### src/rtl/acc_round_sat.sv
module acc_round_sat #(
  parameter int ACC_W = 40,
  parameter int OUT_W = 16,
  parameter int SH_W  = 3
) (
  input  logic             clk,
  input  logic             rst_n,
  input  logic             req_valid,
  input  logic [ACC_W-1:0] acc_in,
  input  logic [SH_W-1:0]  shift_code,
  output logic [OUT_W-1:0] result,
  output logic             sat_flag,
  output logic             sat_prev
);
  localparam int GUARD  = 1 << (SH_W - 1);
  localparam int WIDE_W = ACC_W + GUARD;
  localparam logic signed [WIDE_W-1:0] RND    = WIDE_W'(1) << (OUT_W - 1);
  localparam logic signed [WIDE_W-1:0] HI_LIM = (WIDE_W'(1) << (2*OUT_W - 1)) - WIDE_W'(1);
  localparam logic signed [WIDE_W-1:0] LO_LIM = -(WIDE_W'(1) << (2*OUT_W - 1));
  localparam logic [OUT_W-1:0] MAX_VAL = {1'b0, {(OUT_W-1){1'b1}}};
  localparam logic [OUT_W-1:0] MIN_VAL = {1'b1, {(OUT_W-1){1'b0}}};

  logic signed [WIDE_W-1:0] acc_ext, shifted, rounded;
  logic [SH_W-1:0]  r_mag;
  logic             is_right, over, under, sat_nxt;
  logic [OUT_W-1:0] res_nxt;

  assign acc_ext  = {{GUARD{acc_in[ACC_W-1]}}, acc_in};
  assign is_right = shift_code[SH_W-1];
  assign r_mag    = ~shift_code + SH_W'(1);
  assign shifted  = is_right ? (acc_ext >>> r_mag) : (acc_ext <<< shift_code);
  assign rounded  = shifted + RND;
  assign over     = rounded > HI_LIM;
  assign under    = rounded < LO_LIM;
  assign sat_nxt  = over | under;
  assign res_nxt  = over  ? MAX_VAL :
                    under ? MIN_VAL :
                    rounded[2*OUT_W-1:OUT_W];

  always_ff @(posedge clk or negedge rst_n) begin
    if (!rst_n) begin
      result   <= '0;
      sat_flag <= 1'b0;
      sat_prev <= 1'b0;
    end else if (req_valid) begin
      result   <= res_nxt;
      sat_prev <= sat_flag;
      sat_flag <= sat_nxt;
    end
  end
endmodule

### config.mk
export PLATFORM = sky130hd
export DESIGN_NAME = acc_round_sat
export DESIGN_NICKNAME = d
export VERILOG_FILES = /design/src/rtl/acc_round_sat.sv
export SDC_FILE = /design/constraint.sdc
export NUM_CORES = 1
export LEC_CHECK = 0
export BUFFER_PORTS_ARGS = -buffer_cell sky130_fd_sc_hd__buf_4
export CAP_MARGIN = 10
export CORE_UTILIZATION = 45
export CTS_CLUSTER_SIZE = 16
export DETAILED_ROUTE_END_ITERATION = 8
export GPL_ROUTABILITY_DRIVEN = 0
export PLACE_DENSITY_LB_ADDON = 0.1
export SLEW_MARGIN = 10
export SYNTH_ARGS = -nofsm -noshare
export SYNTH_HDL_FRONTEND = slang
export SYNTH_SLANG_ARGS = --single-unit
### constraint.sdc
create_clock -name clk -period 1.6 [get_ports clk]
set_input_delay 0.08 -clock clk [delete_from_list [all_inputs] [get_ports clk]]
set_output_delay 0.08 -clock clk [all_outputs]
set_load 0.05 [all_outputs]
; Word level (Yosys, flattened, before mapping)
; Cells that the tools add are included.
[classes]
magnitude_cmp = 2
n_mux = 3
mul = 0
n_div = 0
bitwise_logic = 2
shift = 2
n_addsub = 2
eq_ne = 0
n_reduce_logical = 0
[ops]
columns = cell, n
row1 = $add 44x17->44 const B, 1
row2 = $gt 44x32->1 const B, 1
row3 = $lt 44x32->1 const B, 1
row4 = $mux 44, 1
row5 = $sshl 40x3->44, 1
row6 = $sshr 40x3->44, 1
row7 = $mux 16, 2
row8 = $add 3x1->3 const B, 1
row9 = $not 3->3, 1
row10 = $or 1x1->1, 1
[word_totals]
wordCells = 14
ram_bits = 0
latchBits = 0
mem_count = 0
out_inout_bits = 18
rom_bits = 0
register_bits = 18
inputBits = 46

; Logic depth before layout (Yosys ltp)
[logic_depth]
ltp_word = 8
mapped_depth = 20
mapped_depth_nobuf = 13

; Worst setup path after synthesis
; No wires, ideal clock.
[synth_path]
kind = input-to-reg
from = in shift_code[0]
to = reg result[3]
setup_time_ns = 0.096
slack_ns = -2.228
arrival_time_ns = 3.732
required_time_ns = 1.504
path_stages = 18
n_path_buf = 5
path_cell_list = buf_6 > inv_2 > buf_2 > ha_1 > buf_2 > buf_6 > buf_4 > mux2i_1 > mux2i_1 > a211o_1 > ha_1 > nor2_1 > nand4_1 > a2111oi_0 > a21oi_1 > or3_1 > o31a_1 > o32ai_2
[synth_between]
elab_chain_len = 8
elab_cells_between_ends = 10
cone_classes = 2 x add/sub / 2 x order compare / 2 x shift / 3 x mux / 1 x bitwise
[synth_lines]
columns = item, line
row1 = from (decl), 10  ; input logic [SH_W-1:0] shift_code,
row2 = $not 3->3, 30  ; assign r_mag = ~shift_code + SH_W'(1);
row3 = $add 3x1->3, 30
row4 = $sshr 40x3->44, 31  ; assign shifted = is_right ? (acc_ext >>> r_mag) : (acc_ext <<< shift_code);
row5 = $mux 44 *, 31
row6 = $add 44x17->44 *, 32  ; assign rounded = shifted + RND;
row7 = $lt 44x32->1, 34  ; assign under = rounded < LO_LIM;
row8 = $mux 16, 37  ; under ? MIN_VAL :
row9 = $mux 16 *, 36  ; assign res_nxt = over ? MAX_VAL :
row10 = to (signal assigned), 46  ; result <= res_nxt;
row11 = to (decl), 11  ; output logic [OUT_W-1:0] result,
; Every way passes the cells marked *; elsewhere a longest branch is shown, timed or not.
; A chain may end at the register's enable or synchronous reset.

; Worst setup path in the final report
[layout_path]
from = in shift_code[1]
to = reg result[9]
; The elaborated chain is that of the path after synthesis.

==> reports/results.txt <==
Status -> finished with violations
Failing checks -> negative setup slack
CTS root buffer -> clkbuf_8
Vias in the first global route -> 4048
# setup viols final -> 17
Arr. time, crit path -> 3580 ps
Clk sink count -> 18
Die span in x -> 87.8 µm
Async S/R FF share, synth -> 100%
Grt ovf -> 0
Register area -> 450 µm²
Syn Area/Cell -> 8.47 µm²
Main synth FF type -> dfrtp_1
Worst Reg-to-Reg Cells -> 2
Cts bufs inserted -> 3
Post-placement cell count -> 637
Post-DR vias/cell -> 6.46
Drt total wl -> 12900 µm
Die Y -> 87.8 µm
Slew Limit Fails -> 0
Core ar. -> 6940 µm²
Type of the worst setup path -> input port to flop
Initial DRC Count -> 384
Fillcell total -> 468
Max incr delay on CP -> 430 ps
Hold/Removal Path Class -> input port to async pin
Clock-pin transition on the worst setup and hold timing paths -> 70 ps
R2R Path Start -> result[3]
Area Overhead vs Synth -> 64.3%
FF-to-FF End -> result[3]
Final setup margin -> -1850 ps
Worst-margin pin slew -> 492 ps
Initial core utilization -> 47.7%
Nets -> 614
Multi-input gate area -> 3090 µm²
Worst setup SP type -> input port
Rows -> 30
Max H-tree Level -> 1
Rel. slew slack -> 67.0%
GR Util All Layers -> 31.4%
Diode count -> 0
Detailed placement HPWL -> 8580 µm
Port-buffer cells -> 51
Slowest CP cell -> o31a_1
Final hold vios -> 0
Setup TNS -> -29470 ps
First-pass GRT wire length -> 19200 µm
Clk_skew -> 0.0437 ps
Yosys reg bits -> 18
Share of cells above drive strength 1 -> 51.3%
Critical path's most frequent cell -> buf_4
Worst skew pair latency -> 250 ps
Final ANT Viol Nets -> 0
Area after DPL -> 4690 µm²
Tcrit/Tclk final -> 216%
Max-cap violations -> 0
Syn Inst Count -> 391
DRC Markers -> 0
Via count -> 4271
Post-synthesis sequential area ratio -> 13.6%
Number of synthesized flops with an enable pin -> 0
Post-synth cell types -> 73
Wire per inst -> 19.5 µm
Fin cells -> 661
Synth Warn # -> 0
Worst Setup End Kind -> flop
Crit path required time -> 1730 ps
Critical path cell sequence -> buf_8, inv_4, ha_4, buf_12, buf_4, mux2i_2, mux2i_1, a211oi_2, buf_4, nor4_4, nand4b_4, a2111oi_4, a21oi_2, or3_1, o31a_1, buf_6, o32ai_1
TritonRoute pass-1 iters -> 5
CTS max path bufs -> 2
Design area -> 5440 µm²
Flop2flop setup slack -> 610 ps
CTS tree -> built
Mapped Nets -> 439
Static leakage -> 2.36 nW
Tmin final -> 3450 ps
Largest net degree at the start of global routing -> 19
Syn Std Cell Area -> 3310 µm²
Initial antenna violation count -> 0
IO Pins -> 64
Power density cells -> 554 nW/µm²
Critical-path maximum fanout -> 8
Worst vdd ir -> 0.498 mV
RSZ-0062 raised after global routing -> true
DIE AREA -> 7700 µm²
Max Clk Rate -> 290 MHz
[power by group]
part	internal, mW	switching, mW	total (mW)
combinational	0.988	1.10	2.09
sequential	0.508	0.0441	0.552
clock	0.219	0.156	0.375
[final cells by class]
type,count,area share (%)
Sequential cell,18,8.28
Tap cell,96,2.21
Inverter,7,0.667
Clock buffer,4,1.01
Timing Repair Buffer,201,31.0
Multi-Input combinational cell,335,56.9
[how the worst max path moves through the flow]
stage	from	to	slack [ps]
2_1_floorplan	shift_code[0]	result[5]	-1850
4_1_cts	shift_code[0]	result[1]	-1500
3_5_place_dp	shift_code[0]	result[1]	-1880
6_report	shift_code[1]	result[9]	-1850
5_1_grt	shift_code[1]	result[9]	-1920
3_3_place_gp	shift_code[0]	result[12]	-1850
[through the flow]
step	hold WS (ps)	setup slack, ps	power [mW]	util (%)
floorplan	-216	-1850	1.58	-
global placement	-41.8	-1850	2.28	67.5
detailed placement	-37.2	-1880	2.30	67.5
CTS	211	-1500	2.79	71.9
global route	233	-1920	3.16	78.3
finish	233	-1850	3.01	78.3
[cell usage after synthesis, drive strengths merged (2+ instances only)]
cell type / instances / share of area (%)
nor3: 8 / 1.2
o21ai: 18 / 2.7
or4: 3 / 0.79
nor2: 31 / 3.5
or3: 8 / 1.5
nand4: 5 / 0.94
a211oi: 12 / 2.9
nand3b: 5 / 1.2
nor4b: 2 / 1.2
nand3: 7 / 1.4
nor2b: 4 / 0.76
o211ai: 2 / 0.45
mux2: 6 / 2.0
a31oi: 5 / 0.94
nor4: 3 / 1.2
o32ai: 16 / 4.5
o22a: 3 / 0.79
buf: 24 / 6.4
ha: 2 / 0.76
mux2i: 64 / 19
a221o: 2 / 0.60
a221oi: 3 / 0.79
a2111oi: 2 / 0.53
a211o: 7 / 1.9
a21oi: 6 / 0.91
and3: 2 / 0.38
clkbuf: 8 / 0.91
inv: 7 / 0.79
xnor2: 10 / 2.6
dfrtp: 18 / 14
or2: 4 / 0.76
nand2: 16 / 1.8
xor2: 6 / 1.6
o31ai: 3 / 0.68
o2bb2ai: 2 / 0.53
and2: 7 / 1.3
nand4b: 2 / 0.98
nand2b: 4 / 0.76
o22ai: 34 / 6.4
mux4: 5 / 3.4
[layout by cell type (no fill, tap or decap), types with 6 or more instances in the layout]
cell type  instances
mux2i_1           54
buf_12             7
mux2i_2            6
xor2_1             6
o32ai_2            7
buf_4            180
buf_6              9
a211o_1            7
xnor2_1            9
o21ai_0           15
dfrtp_1           18
nand2_1           16
a211oi_1           6
or3_1              6
nor2_1            28
o22ai_1           29
[registers in the layout (all words and copies together), names as in the netlist]
register,flops
sat_flag,1
result,16
sat_prev,1
[critical path: cells and delay by family]
family | cells | cell delay, ps
AND/OR/NAND/NOR | 3 | 1020
AO/OA/AOI/OAI | 5 | 1100
multiplexers | 2 | 360
adder cells (fa/ha/maj) | 1 | 220
buffers and inverters | 6 | 780
[layer usage]
metal  part of all wire [%]  global-route usage, %  routed length, µm
met5                      0                      0                  0
met4                    3.5                   9.24                451
met1                     41                   40.4               5340
met2                     49                   55.0               6330
met3                    5.8                   3.58                752
[timing repair]
action | CTS | global route
hold buffers | 1 | 0
cloned | 2 | 1
hold endpoints to repair | 18 | 0
setup buffers | 7 | 10
pin swaps | 5 | 23
endpoints found under the setup margin | 17 | 17
resized for setup | 30 | 58
[logic make-up (layout without fill, tap and decap cells)]
logic type / after synthesis / in the layout / share of synthesized area [%]
flip-flops: 18 / 18 / 13.6
buffers and inverters: 39 / 212 / 8.13
AND/OR/NAND/NOR: 115 / 116 / 21.0
multiplexers: 75 / 75 / 24.8
XOR/XNOR: 16 / 16 / 4.23
adder cells (fa/ha/maj): 2 / 2 / 0.756
AO/OA/AOI/OAI: 126 / 126 / 27.5
Note: power is estimated with default switching activity, not from simulation.
